[src/rtl/cmdParserPkg.sv]
package cmdParserPkg;
  localparam int HDR_KIND_BIT  = 31;
  localparam int HDR_WRAP_BIT  = 30;
  localparam int HDR_STALL_BIT = 29;
  localparam int HDR_TYPE_LSB  = 26;
  localparam int HDR_TYPE_W    = 3;
  localparam int WORD_W        = 32;

  typedef enum logic [2:0] {
    ST_HDR, ST_WAIT, ST_REGS, ST_DATA, ST_SKIP
  } parseState_t;

  typedef struct packed {
    logic accept;
    logic loadHdr;
    logic consumeReg;
    logic consumeData;
    logic endPkt;
  } ctrlStrb_t;

  typedef struct packed {
    logic hdrIsData;
    logic hdrStall;
    logic hdrReserved;
    logic hdrEmpty;
    logic regLast;
    logic dataLast;
  } pathStat_t;
endpackage

[src/rtl/cmdParserPath.sv]
module cmdParserPath
  import cmdParserPkg::*;
#(
  parameter int MASK_W  = 16,
  parameter int COUNT_W = 12,
  parameter int PTR_W   = 10,
  localparam int IDX_W  = (MASK_W > 1) ? $clog2(MASK_W) : 1
) (
  input  logic                clk,
  input  logic                rstN,
  input  logic [WORD_W-1:0]   inWord,
  input  ctrlStrb_t           strb,
  output pathStat_t           stat,
  output logic [IDX_W-1:0]    regWrIdx,
  output logic [1:0]          dataDest,
  output logic [COUNT_W-1:0]  dataSeq,
  output logic [PTR_W-1:0]    rdPtr
);
  logic [MASK_W-1:0]  maskLeft;
  logic [MASK_W-1:0]  lowOne;
  logic [COUNT_W-1:0] cntLeft;
  logic [HDR_TYPE_W-1:0] typeReg;
  logic               wrapFlag;
  logic               wrapNow;
  logic [HDR_TYPE_W-1:0] hdrType;

  initial begin
    if (MASK_W > HDR_TYPE_LSB || COUNT_W > HDR_TYPE_LSB)
      $error("field width overlaps header flags");
  end

  assign hdrType          = inWord[HDR_TYPE_LSB +: HDR_TYPE_W];
  assign stat.hdrIsData   = inWord[HDR_KIND_BIT];
  assign stat.hdrStall    = inWord[HDR_STALL_BIT];
  assign stat.hdrReserved = hdrType[HDR_TYPE_W-1];
  assign stat.hdrEmpty    = inWord[HDR_KIND_BIT] ? (inWord[COUNT_W-1:0] == '0)
                                                 : (inWord[MASK_W-1:0] == '0);

  // lowest pending mask bit picks the next register slot
  assign lowOne = maskLeft & (~maskLeft + 1'b1);
  assign stat.regLast  = ((maskLeft & ~lowOne) == '0);
  assign stat.dataLast = (cntLeft == COUNT_W'(1));

  always_comb begin
    regWrIdx = '0;
    for (int i = 0; i < MASK_W; i++)
      if (lowOne[i]) regWrIdx = IDX_W'(i);
  end

  assign dataDest = typeReg[1:0];
  assign wrapNow  = strb.loadHdr ? inWord[HDR_WRAP_BIT] : wrapFlag;

  always_ff @(posedge clk or negedge rstN) begin
    if (!rstN) begin
      maskLeft <= '0;
      cntLeft  <= '0;
      typeReg  <= '0;
      wrapFlag <= 1'b0;
      dataSeq  <= '0;
    end else begin
      if (strb.loadHdr) begin
        maskLeft <= inWord[MASK_W-1:0];
        cntLeft  <= inWord[COUNT_W-1:0];
        typeReg  <= hdrType;
        wrapFlag <= inWord[HDR_WRAP_BIT];
        dataSeq  <= '0;
      end
      if (strb.consumeReg) maskLeft <= maskLeft & ~lowOne;
      if (strb.consumeData) begin
        cntLeft <= cntLeft - 1'b1;
        dataSeq <= dataSeq + 1'b1;
      end
    end
  end

  always_ff @(posedge clk or negedge rstN) begin
    if (!rstN) rdPtr <= '0;
    else if (strb.accept) rdPtr <= (strb.endPkt && wrapNow) ? '0 : rdPtr + 1'b1;
  end

  assert_wrap_zero_R8: assert property (@(posedge clk) disable iff (!rstN)
    (strb.accept && strb.endPkt && wrapNow) |=> (rdPtr == '0));
  assert_ptr_step_R7: assert property (@(posedge clk) disable iff (!rstN)
    (strb.accept && !(strb.endPkt && wrapNow)) |=> (rdPtr == $past(rdPtr) + 1'b1));
  assert_idx_live_R1: assert property (@(posedge clk) disable iff (!rstN)
    strb.consumeReg |-> maskLeft[regWrIdx]);
  assert_mask_shrinks_R2: assert property (@(posedge clk) disable iff (!rstN)
    (strb.consumeReg && !strb.loadHdr) |=> ($countones(maskLeft) + 1 == $countones($past(maskLeft))));
endmodule

[src/rtl/cmdParserCtrl.sv]
module cmdParserCtrl
  import cmdParserPkg::*;
(
  input  logic      clk,
  input  logic      rstN,
  input  logic      inValid,
  input  logic      pipeIdle,
  input  pathStat_t stat,
  output logic      inReady,
  output logic      regWrValid,
  output logic      dataValid,
  output logic      errReserved,
  output ctrlStrb_t strb
);
  parseState_t state, stateNext, pend, pendNext;

  always_comb begin
    parseState_t payload;
    parseState_t target;
    strb        = '0;
    inReady     = 1'b0;
    regWrValid  = 1'b0;
    dataValid   = 1'b0;
    errReserved = 1'b0;
    stateNext   = state;
    pendNext    = pend;
    payload     = ST_HDR;
    target      = ST_HDR;
    case (state)
      ST_HDR: begin
        inReady = 1'b1;
        if (inValid) begin
          strb.accept  = 1'b1;
          strb.loadHdr = 1'b1;
          strb.endPkt  = stat.hdrEmpty;
          errReserved  = stat.hdrIsData && stat.hdrReserved;
          if (!stat.hdrIsData)      payload = ST_REGS;
          else if (stat.hdrReserved) payload = ST_SKIP;
          else                       payload = ST_DATA;
          target = stat.hdrEmpty ? ST_HDR : payload;
          if (stat.hdrStall) begin
            stateNext = ST_WAIT;
            pendNext  = target;
          end else begin
            stateNext = target;
          end
        end
      end
      ST_WAIT: begin
        if (pipeIdle) stateNext = pend;
      end
      ST_REGS: begin
        inReady    = 1'b1;
        regWrValid = inValid;
        if (inValid) begin
          strb.accept     = 1'b1;
          strb.consumeReg = 1'b1;
          if (stat.regLast) begin
            strb.endPkt = 1'b1;
            stateNext   = ST_HDR;
          end
        end
      end
      ST_DATA, ST_SKIP: begin
        inReady   = 1'b1;
        dataValid = inValid && (state == ST_DATA);
        if (inValid) begin
          strb.accept      = 1'b1;
          strb.consumeData = 1'b1;
          if (stat.dataLast) begin
            strb.endPkt = 1'b1;
            stateNext   = ST_HDR;
          end
        end
      end
      default: stateNext = ST_HDR;
    endcase
  end

  always_ff @(posedge clk or negedge rstN) begin
    if (!rstN) begin
      state <= ST_HDR;
      pend  <= ST_HDR;
    end else begin
      state <= stateNext;
      pend  <= pendNext;
    end
  end

  assert_stall_blocks_R6: assert property (@(posedge clk) disable iff (!rstN)
    (state == ST_WAIT && !pipeIdle) |-> !inReady);
  assert_skip_silent_R5: assert property (@(posedge clk) disable iff (!rstN)
    (state == ST_SKIP) |-> (!dataValid && !regWrValid));
  assert_one_sink_R10: assert property (@(posedge clk) disable iff (!rstN)
    !(regWrValid && dataValid));
  assert_valid_needs_input_R10: assert property (@(posedge clk) disable iff (!rstN)
    (regWrValid || dataValid) |-> inValid);
endmodule

[src/rtl/cmdParser.sv]
module cmdParser
  import cmdParserPkg::*;
#(
  parameter int MASK_W  = 16,
  parameter int COUNT_W = 12,
  parameter int PTR_W   = 10,
  localparam int IDX_W  = (MASK_W > 1) ? $clog2(MASK_W) : 1
) (
  input  logic               clk,
  input  logic               rstN,
  input  logic [31:0]        inWord,
  input  logic               inValid,
  output logic               inReady,
  input  logic               pipeIdle,
  output logic               regWrValid,
  output logic [IDX_W-1:0]   regWrIdx,
  output logic [31:0]        regWrData,
  output logic               dataValid,
  output logic [1:0]         dataDest,
  output logic [COUNT_W-1:0] dataSeq,
  output logic [31:0]        dataWord,
  output logic               errReserved,
  output logic [PTR_W-1:0]   rdPtr
);
  ctrlStrb_t strb;
  pathStat_t stat;

  cmdParserCtrl u_ctrl (
    .clk(clk), .rstN(rstN), .inValid(inValid), .pipeIdle(pipeIdle),
    .stat(stat), .inReady(inReady), .regWrValid(regWrValid),
    .dataValid(dataValid), .errReserved(errReserved), .strb(strb)
  );

  cmdParserPath #(.MASK_W(MASK_W), .COUNT_W(COUNT_W), .PTR_W(PTR_W)) u_path (
    .clk(clk), .rstN(rstN), .inWord(inWord), .strb(strb), .stat(stat),
    .regWrIdx(regWrIdx), .dataDest(dataDest), .dataSeq(dataSeq), .rdPtr(rdPtr)
  );

  assign regWrData = inWord;
  assign dataWord  = inWord;
endmodule

[config.mk]
export PLATFORM = sky130hd
export DESIGN_NAME = cmdParser
export DESIGN_NICKNAME = d
export VERILOG_FILES = /design/src/rtl/cmdParserPkg.sv /design/src/rtl/cmdParserPath.sv /design/src/rtl/cmdParserCtrl.sv /design/src/rtl/cmdParser.sv
export SDC_FILE = /design/constraint.sdc
export NUM_CORES = 1
export LEC_CHECK = 0
export BUFFER_PORTS_ARGS = -buffer_cell sky130_fd_sc_hd__buf_4
export CAP_MARGIN = 25
export CORE_ASPECT_RATIO = 0.75
export CORE_MARGIN = 3
export CORE_UTILIZATION = 47
export CTS_BUF_LIST = sky130_fd_sc_hd__clkbuf_8
export DETAILED_ROUTE_END_ITERATION = 12
export GPL_ROUTABILITY_DRIVEN = 0
export PLACE_DENSITY = 0.78
export SLEW_MARGIN = 15
export SYNTH_ARGS = -nofsm -noshare
export SYNTH_HDL_FRONTEND = slang
export SYNTH_SLANG_ARGS = --single-unit
[constraint.sdc]
create_clock -name clk -period 2.1 [get_ports clk]
set_input_delay 0.315 -clock clk [delete_from_list [all_inputs] [get_ports clk]]
set_output_delay 0.315 -clock clk [all_outputs]
set_load 0.02 [all_outputs]
==> impl_metrics.csv, run 1 <==
group,metric,value,unit
power_and_ir_drop,power_switching,3.143,mW
power_and_ir_drop,power_frac_seq,27.9,%
floorplan,start_util,50.49,%
power_and_ir_drop,swShare,44.45,%
sta,fin_skew,10.34,ps
yosys,syn-cell-area,3855,µm²
final_layout,multi_input_area,1949,µm²
detailed_routing,drt-pass1-iter-count,5,
sta,post-route-period-util,108.6,%
final_layout,mostFrequentLayoutCells,"buf_4 (149), nand2_1 (82), dfrtp_1 (59), o21ai_1 (24), nor2_1 (22)",
yosys,ys_warn_count,0,
yosys,synth-edff-count,0,
final_layout,fin_cells,662,
detailed_routing,routed_via_density,5.924,
power_and_ir_drop,ir_worst_vdd,0.0006165,V
yosys,synth_top_area_cell,"dfrtp_1",
critical_path,worstReg2RegStart,"u_path.maskLeft[4]$_DFFE_PN0P_",
critical_path,worstRegToRegCells,8,
detailed_routing,ant_nets,0,
yosys,synth_seq_area_share,38.30,%
final_layout,drive_above_1_share,36.54,%
final_layout,antenna_cells,0,
power_and_ir_drop,comb_power_share,57.7,%
grt,antenna_found_initial,0,
sta,relSlewSlack,49.47,%
clock_network,clk-insertion-delay-late,350,ps
critical_path,worstPathArrival,2510,ps
detailed_routing,drt_iter0_drc,312,
clock_network,tritoncts,"built",
critical_path,r2r_slack,-180,ps
sta,tightest_slew,757.9,ps
yosys,synth_cells,463,
critical_path,critPathMaxFanout,5,
yosys,synth_area_leaders,"dfrtp_1 (38%), buf_4 (12%), nand2_1 (8.1%)",
floorplan,rows,27,
yosys,syn_avg_cell_area,8.326,µm²
clock_network,cts_buffers,9,
final_layout,final_common_cell,"buf_4",
clock_network,cts_sinks,59,
floorplan,die_h,84.43,µm
detailed_routing,routedWlPerCell,17.68,µm
detailed_routing,drc_errors,0,
yosys,ys_async_sr_fraction,100.0,%
final_layout,fin_nets,596,
yosys,synth_cell_types,55,
place,place_ws,-116.5,ps
power_and_ir_drop,p_leak,2.402,nW
floorplan,num_io_pins,132,
sta,setup_viol_count_final,14,
yosys,syn_nets,503,
power_and_ir_drop,powerDensity,1402,nW/µm²
detailed_routing,routed_wl,11.70,mm
run_status,status,"finished with violations",
floorplan,die_area,9336,µm²
critical_path,setup.worst_path.start,"u_path.maskLeft[4]$_DFFE_PN0P_",
sta,rsz0062_at_grt,"true",
clock_network,htreeDepth,3,
critical_path,critPathKind,"flop to flop",
place,dpl.hpwl,8.051,mm
yosys,ys_seq_elements,59,
power_and_ir_drop,p_int,3.929,mW
grt,grt_pass1_wl,18.62,mm
critical_path,crit_required,2330,ps
grt,grt.total_usage,24.51,%
critical_path,worstSetupEndpointType,"flop",
flow_run,cap_violations,0,
clock_network,clkSlewWorstSetupHoldPaths,70,ps
power_and_ir_drop,clkPwrFrac,14.4,%
grt,grt_pass1_vias,3778,
critical_path,startpoint_type,"flop",
sta,slew_violations,0,
floorplan,core_area,7635,µm²
clock_network,clockBufferDepth,2,
final_layout,area_delta_synth_final,30.87,%
sta,setup_slack,-181.1,ps
yosys,synthFlopType,"dfrtp_1",
sta,hold_viol_final,0,
run_status,violations,"setup timing",
place,portBuffers,101,
hold_path,hold_path_class,"input port to async pin",
clock_network,cts_root_buf,"clkbuf_8",
grt,grt_overflow,0,
sta,period_needed,2281,ps
grt,grt_max_degree,60,
floorplan,chipWidth,110.6,µm
critical_path,r2r-end,"u_path.rdPtr[1]$_DFFE_PN0P_",
final_layout,n_fill_cell,602,
sta,clock.fmax,438.4,MHz
detailed_routing,vias,3922,
final_layout,regArea,1476,µm²
yosys,synth_top_cell_area_share,38.30,%
place,dp.cells,634,
==> worst max path at each step <==
| stage | end | slack (ps) |
|---|---|---|
| global route | u_path.rdPtr[0]$_DFFE_PN0P_ | -250 |
| detailed placement | u_path.rdPtr[9]$_DFFE_PN0P_ | -120 |
| floorplan | u_path.rdPtr[2]$_DFFE_PN0P_ | -7 |
| CTS | regWrIdx[1] | -120 |
| global placement | u_path.rdPtr[1]$_DFFE_PN0P_ | -80 |
| finish | u_path.rdPtr[1]$_DFFE_PN0P_ | -180 |
==> synth_stat cells (7+ instances only) <==
cell	n
buf_4	64
a21oi_1	15
o21ai_1	25
nor4_1	9
nand4_1	7
clkbuf_1	12
nand2_1	83
nor3_1	13
or3_1	7
o21ai_0	18
o211ai_1	9
inv_1	12
dfrtp_1	59
nand3_1	21
nor2_1	25
==> worst max-delay path: stages (launching register included) <==
cell and delay [ps]:
dfrtp_1 420, buf_6 130, or4_4 500, or3_4 370, a21oi_4 160, a21oi_4 90
o31ai_4 280, buf_6 160, o31ai_2 50
==> layer usage <==
| metal | GRT usage, % | wire length (µm) | up-vias |
|---|---|---|---|
| met5 | 0 | 0 | - |
| met4 | 8.054 | 287 | 0 |
| met3 | 8.069 | 1045 | 32 |
| met2 | 37.78 | 5502 | 223 |
| met1 | 32.76 | 4866 | 1889 |
| li1 | - | - | 1778 |
==> registers in the layout, indices dropped and copies added, names as in the netlist <==
register and flops:
u_path.typeReg 2, u_ctrl.pend 3, u_ctrl.state 3, u_path.wrapFlag 1, u_path.cntLeft 12, u_path.dataSeq 12
u_path.rdPtr 10, u_path.maskLeft 16
==> stage by stage <==
| stage | setup TNS, ps | hold WS [ps] | instance area [µm²] | util [%] | power, mW |
|---|---|---|---|---|---|
| floorplan | -52.47 | 19.41 | 3869 | - | 4.014 |
| global placement | -655.5 | 431.9 | 4568 | 59.83 | 5.167 |
| detailed placement | -993.0 | 443.8 | 4568 | 59.83 | 5.293 |
| CTS | -1203 | 65.58 | 4893 | 64.09 | 6.604 |
| global route | -3021 | 84.61 | 5045 | 66.08 | 7.506 |
| finish | -1945 | 33.58 | 5045 | 66.08 | 7.072 |
==> what timing repair did <==
item                                    CTS  global route
hold buffers                              0             0
endpoints found under the setup margin   14            16
pin swaps                                 7             9
gates cloned                              1             0
setup buffers                             8             3
gates resized for setup                  15            26
==> cells by family after synthesis <==
| family | Yosys count | synth area share, % |
|---|---|---|
| compound gates | 103 | 17.43 |
| xor+xnor | 8 | 1.818 |
| fa+ha+maj | 6 | 1.818 |
| buf+inv | 92 | 15.42 |
| flops | 59 | 38.30 |
| mux | 4 | 1.039 |
| simple gates | 191 | 24.18 |
==> area by class of cell <==
type / instances / share of cell area (%)
repair buffers: 161 / 24.85
clock inverters: 6 / 0.9921
well taps: 101 / 2.505
multi-input cells: 312 / 38.64
clock buffers: 10 / 2.728
flip-flops and latches: 59 / 29.27
inverters: 13 / 1.017
==> power groups by stage <==
stage	Sequential (mW)	Clock, mW	Combinational (mW)
3_5_place_dp	1.94	0	3.35
3_3_place_gp	1.92	0	3.25
2_1_floorplan	2.02	0	2.00
4_1_cts	1.92	1.02	3.66
6_report	1.97	1.02	4.08
5_1_grt	2.02	1.08	4.40
Power figures use the tool's default switching activity.
==> inputs of run 2 (changes only) <==
CORE_UTILIZATION = 55   (was 47)
PLACE_DENSITY = 0.85   (was 0.78)
clock period = 2.8 ns   (was 2.1 ns; I/O delays follow)
==> run 2 against run 1 <==
The run now ends clean. Cell count is 11% lower. Sequential share of layout area is 3.7 points higher. Global-route usage is 0.50 points higher. Cell area is 11% lower. Flip-flop and latch count stayed put. Clock-buffer cell count is 1 higher. Critical path type is now flop to output pin.
==> impl_metrics.csv, run 2 (synthesis results as in run 1) <==
group,metric,value,unit
floorplan,num_io_pins,132,
grt,grt_pass1_vias,3270,
floorplan,die_area,8060,µm²
clock_network,cts_setup_buffers,0,
grt,grt_pass1_wl,15.80,mm
sta,rsz0062_at_grt,"false",
critical_path,critical-path-top-delay-family,"simple AND/OR/NAND/NOR gates",
critical_path,crit_chain,"nor4_4, nand2_1, or3_1, o32ai_1, buf_4",
sta,hold_viol_final,0,
critical_path,critPathMaxFanout,11,
final_layout,antenna_cells,0,
final_layout,final_common_cell,"buf_4",
floorplan,start_util,58.97,%
critical_path,worstSetupEndpointType,"output pin",
clock_network,cts_buffers,9,
power_and_ir_drop,p_leak,2.109,nW
critical_path,startpoint_type,"flop",
place,dpl_cell_area,4244,µm²
flow_run,cap_violations,0,
sta,post-route-period-util,93.91,%
final_layout,regMostFlops,"u_path.maskLeft",
detailed_routing,vias,3588,
critical_path,cpPeakStageDelay,520,ps
detailed_routing,routed_wl,9.903,mm
clock_network,clk-insertion-delay-late,340,ps
clock_network,tritoncts,"built",
critical_path,r2r_slack,340,ps
place,dpl.hpwl,7.213,mm
grt,grt_overflow,0,
floorplan,core_area,6538,µm²
sta,clock.fmax,380.3,MHz
power_and_ir_drop,power.total,4.582,mW
final_layout,n_fill_cell,522,
sta,tns,0,ps
critical_path,cp_slowest_cell,"dfrtp_1",
sta,relSlewSlack,50.59,%
grt,grt.total_usage,25.01,%
final_layout,fin_nets,546,
clock_network,htreeDepth,3,
final_layout,mostFrequentLayoutCells,"buf_4 (111), nand2_1 (83), dfrtp_1 (59), nor2_1 (25), o21ai_1 (25)",
detailed_routing,routed_via_density,6.081,
hold_path,hold_path_class,"input port to async pin",
floorplan,die_h,78.51,µm
final_layout,stdcell_area,4477,µm²
critical_path,path_buf_inv,1,
final_layout,drive_above_1_share,26.52,%
clock_network,clockBufferDepth,2,
critical_path,worstPathArrival,2210,ps
clock_network,clkSlewWorstSetupHoldPaths,60,ps
final_layout,regArea,1476,µm²
grt,antenna_found_initial,0,
detailed_routing,drt-pass1-iter-count,5,
clock_network,cts_sinks,59,
detailed_routing,routedWlPerCell,16.78,µm
detailed_routing,ant_nets,0,
sta,tightest_slew,734.4,ps
power_and_ir_drop,powerDensity,1023,nW/µm²
place,portBuffers,101,
sta,fin_skew,4.997,ps
floorplan,chipWidth,102.7,µm
floorplan,rows,25,
power_and_ir_drop,ir_worst_vdd,0.0004488,V
sta,period_needed,2629,ps
grt,grt_max_degree,60,
critical_path,critPathKind,"flop to output pin",
final_layout,largestRegisters,"u_path.maskLeft: 16 flops, u_path.cntLeft: 12 flops, u_path.dataSeq: 12 flops",
run_status,status,"finished, final reports clean",
final_layout,largest_register_ffs,16,
clock_network,cts_root_buf,"clkbuf_8",
final_layout,multi_input_area,1802,µm²
sta,slew_violations,0,
detailed_routing,drc_errors,0,
critical_path,crit_required,2380,ps
sta,setup_viol_count_final,0,
detailed_routing,drt_iter0_drc,359,
final_layout,area_delta_synth_final,16.13,%
==> run 2: timing repair <==
| action | in CTS | in global routing |
|---|---|---|
| setup endpoints to repair | 0 | 2 |
| hold buffers | 0 | 0 |
| resized for setup | 0 | 2 |
==> run 2: worst paths after layout <==
check	from	endpoint	depth (start not counted)
setup / recovery	u_path.maskLeft[1]$_DFFE_PN0P_	regWrIdx[1]	5
max in group asynchronous	rstN	u_path.rdPtr[7]$_DFFE_PN0P_	1
hold / removal	rstN	u_path.dataSeq[9]$_DFFE_PN0P_	1
hold reg to reg	u_ctrl.pend[0]$_DFFE_PN0P_	u_ctrl.pend[0]$_DFFE_PN0P_	2
setup reg to reg	u_path.maskLeft[8]$_DFFE_PN0P_	u_path.rdPtr[8]$_DFFE_PN0P_	6
min in group clk	inWord[27]	u_path.typeReg[1]$_DFFE_PN0P_	3
==> run 2: power breakdown <==
part	switching (mW)	internal, mW	leakage [nW]
registers	0.462	1.15	0.763
clock network	0.325	0.537	0.113
logic	1.23	0.878	1.23
total	2.02	2.56	2.11
==> run 2: metal layers <==
layer,vias to the layer above,GRT usage [%],routed length (µm)
met5,-,0,0
li1,1676,-,-
met3,17,5.506,914
met2,197,37.82,4554
met1,1698,35.75,4281
met4,0,7.602,153
==> run 2: stage by stage <==
stage / std cells / setup slack (ps) / hold slack [ps] / util [%]
2_1_floorplan: 463 / 620.8 / 124.4 / -
3_3_place_gp: 576 / 483.8 / 465.5 / 64.92
3_5_place_dp: 576 / 391.3 / 472.7 / 64.92
4_1_cts: 590 / 115.5 / 167.2 / 68.21
5_1_grt: 590 / 22.96 / 209.8 / 68.48
6_report: 590 / 170.6 / 138.5 / 68.48
==> run 2: cell type report <==
type	count	share of cell area (%)
Clock inverter	3	1.425
Timing Repair Buffer	111	18.61
Clock buffer	11	3.382
Inverter	13	1.090
Multi-Input combinational cell	312	40.25
Sequential cell	59	32.98
Tap cell	81	2.264
==> inputs of run 3 (changes only) <==
CORE_UTILIZATION = 51   (was 55)
PLACE_DENSITY = 0.8   (was 0.85)
==> run 3 against run 2 <==
Clock skew rose by 5.0 ps. Critical path depth grew 1. Cell area up 0.34%. Via count is 0.14% higher. Largest cell class unchanged. Largest power group unchanged.
==> impl_metrics.csv, run 3 (synthesis results as in run 1) <==
group,metric,value,unit
run_status,status,"finished, final reports clean",
clock_network,cts_resized,0,
sta,tightest_slew,756.1,ps
grt,grt_pass1_wl,15.87,mm
sta,setup_viol_count_final,0,
sta,clock.fmax,380.0,MHz
place,portBuffers,101,
detailed_routing,drc_errors,0,
power_and_ir_drop,powerDensity,1005,nW/µm²
power_and_ir_drop,ir_worst_vdd,0.0005243,V
place,dpl.hpwl,7.110,mm
clock_network,clkSlewWorstSetupHoldPaths,70,ps
clock_network,cts_root_buf,"clkbuf_8",
final_layout,area_delta_synth_final,16.52,%
detailed_routing,vias,3593,
critical_path,worstPathArrival,2210,ps
power_and_ir_drop,p_leak,2.099,nW
detailed_routing,ant_nets,0,
final_layout,n_fill_cell,599,
grt,grt_max_degree,60,
sta,rsz0062_at_grt,"false",
critical_path,crit_required,2380,ps
grt,grt_overflow,0,
critical_path,critPathMaxFanout,9,
clock_network,tritoncts,"built",
sta,slew_violations,0,
place,dp.cells,594,
floorplan,start_util,54.61,%
final_layout,final_common_cell,"buf_4",
critical_path,critPathKind,"flop to output pin",
floorplan,rows,26,
floorplan,chipWidth,106.4,µm
sta,hold_viol_final,0,
detailed_routing,routedWlPerCell,16.29,µm
grt,antenna_found_initial,0,
floorplan,core_area,7059,µm²
flow_run,cap_violations,0,
final_layout,regMostFlops,"u_path.maskLeft",
hold_path,hold_path_class,"input port to async pin",
critical_path,startpoint_type,"flop",
clock_network,cts_setup_buffers,0,
final_layout,antenna_cells,0,
detailed_routing,drt_iter0_drc,327,
final_layout,fin_nets,547,
sta,tns,0,ps
sta,period_needed,2632,ps
sta,post-route-period-util,94.00,%
final_layout,fin_cells,609,
sta,fin_skew,10.03,ps
grt,grt.total_usage,23.36,%
final_layout,drive_above_1_share,27.01,%
critical_path,worstSetupEndpointType,"output pin",
final_layout,largest_register_ffs,16,
detailed_routing,drt-pass1-iter-count,5,
detailed_routing,routed_via_density,5.900,
final_layout,largestRegisters,"u_path.maskLeft: 16 flops, u_path.cntLeft: 12 flops, u_path.dataSeq: 12 flops",
detailed_routing,routed_wl,9.919,mm
final_layout,regArea,1476,µm²
floorplan,die_area,8649,µm²
floorplan,num_io_pins,132,
power_and_ir_drop,power.total,4.514,mW
clock_network,clk-insertion-delay-late,350,ps
clock_network,hold_buffers,0,
final_layout,post-route-util,63.63,%
clock_network,cts_buffers,9,
floorplan,die_h,81.30,µm
final_layout,mostFrequentLayoutCells,"buf_4 (112), nand2_1 (83), dfrtp_1 (59), nor2_1 (25), o21ai_1 (25)",
clock_network,htreeDepth,3,
final_layout,multi_input_area,1802,µm²
sta,relSlewSlack,49.60,%
grt,grt_pass1_vias,3254,
clock_network,cts_sinks,59,
clock_network,clockBufferDepth,2,
==> run 3: worst max-delay path, stage by stage, from the launching register on <==
cell and delay, ps:
dfrtp_1 490, nor4_4 420, nand2_1 210, nor3_1 230
o21ai_1 100, a22oi_1 230, buf_4 200
==> run 3: stage by stage <==
| step | setup slack (ps) | hold WS [ps] | instance area (µm²) |
|---|---|---|---|
| CTS | 77.92 | 169.1 | 4474 |
| floorplan | 620.8 | 124.4 | 3855 |
| detailed placement | 401.9 | 469.7 | 4273 |
| global placement | 432.1 | 465.5 | 4273 |
| finish | 168.1 | 139.3 | 4492 |
| global route | 12.81 | 193.1 | 4492 |
==> run 3: final cells by class <==
class	instances	area share, %
repair buffers	112	18.72
clock buffers	11	3.370
inverters	13	1.086
flip-flops and latches	59	32.87
multi-input cells	312	40.11
well taps	98	2.730
clock inverters	4	1.114
==> run 3: power breakdown <==
group / switching [mW] / internal [mW] / total [mW]
logic: 1.23 / 0.882 / 2.11
registers: 0.452 / 1.15 / 1.60
clock network: 0.346 / 0.452 / 0.799
==> run 3: final timing paths <==
path / startpoint / to / slack [ps] / depth (start not counted)
max in group asynchronous: rstN / u_ctrl.state[0]$_DFFE_PN0P_ / 2160 / 1
min reg2reg: u_path.dataSeq[11]$_DFFE_PN0P_ / u_path.dataSeq[11]$_DFFE_PN0P_ / 480 / 1
max: u_path.maskLeft[2]$_DFFE_PN0P_ / regWrIdx[0] / 170 / 6
min: rstN / u_path.cntLeft[0]$_DFFE_PN0P_ / 140 / 1
max reg2reg: u_path.maskLeft[2]$_DFFE_PN0P_ / u_path.rdPtr[4]$_DFFE_PN0P_ / 390 / 6
min in group clk: inWord[27] / u_path.typeReg[1]$_DFFE_PN0P_ / 280 / 3
==> run 3: routing by layer <==
| metal | global-route usage, % | part of all wire, % | up-vias |
|---|---|---|---|
| li1 | - | - | 1676 |
| met3 | 5.957 | 8.3 | 18 |
| met5 | 0 | 0 | - |
| met1 | 32.02 | 44 | 1725 |
| met4 | 5.563 | 1.2 | 0 |
| met2 | 37.42 | 46 | 174 |
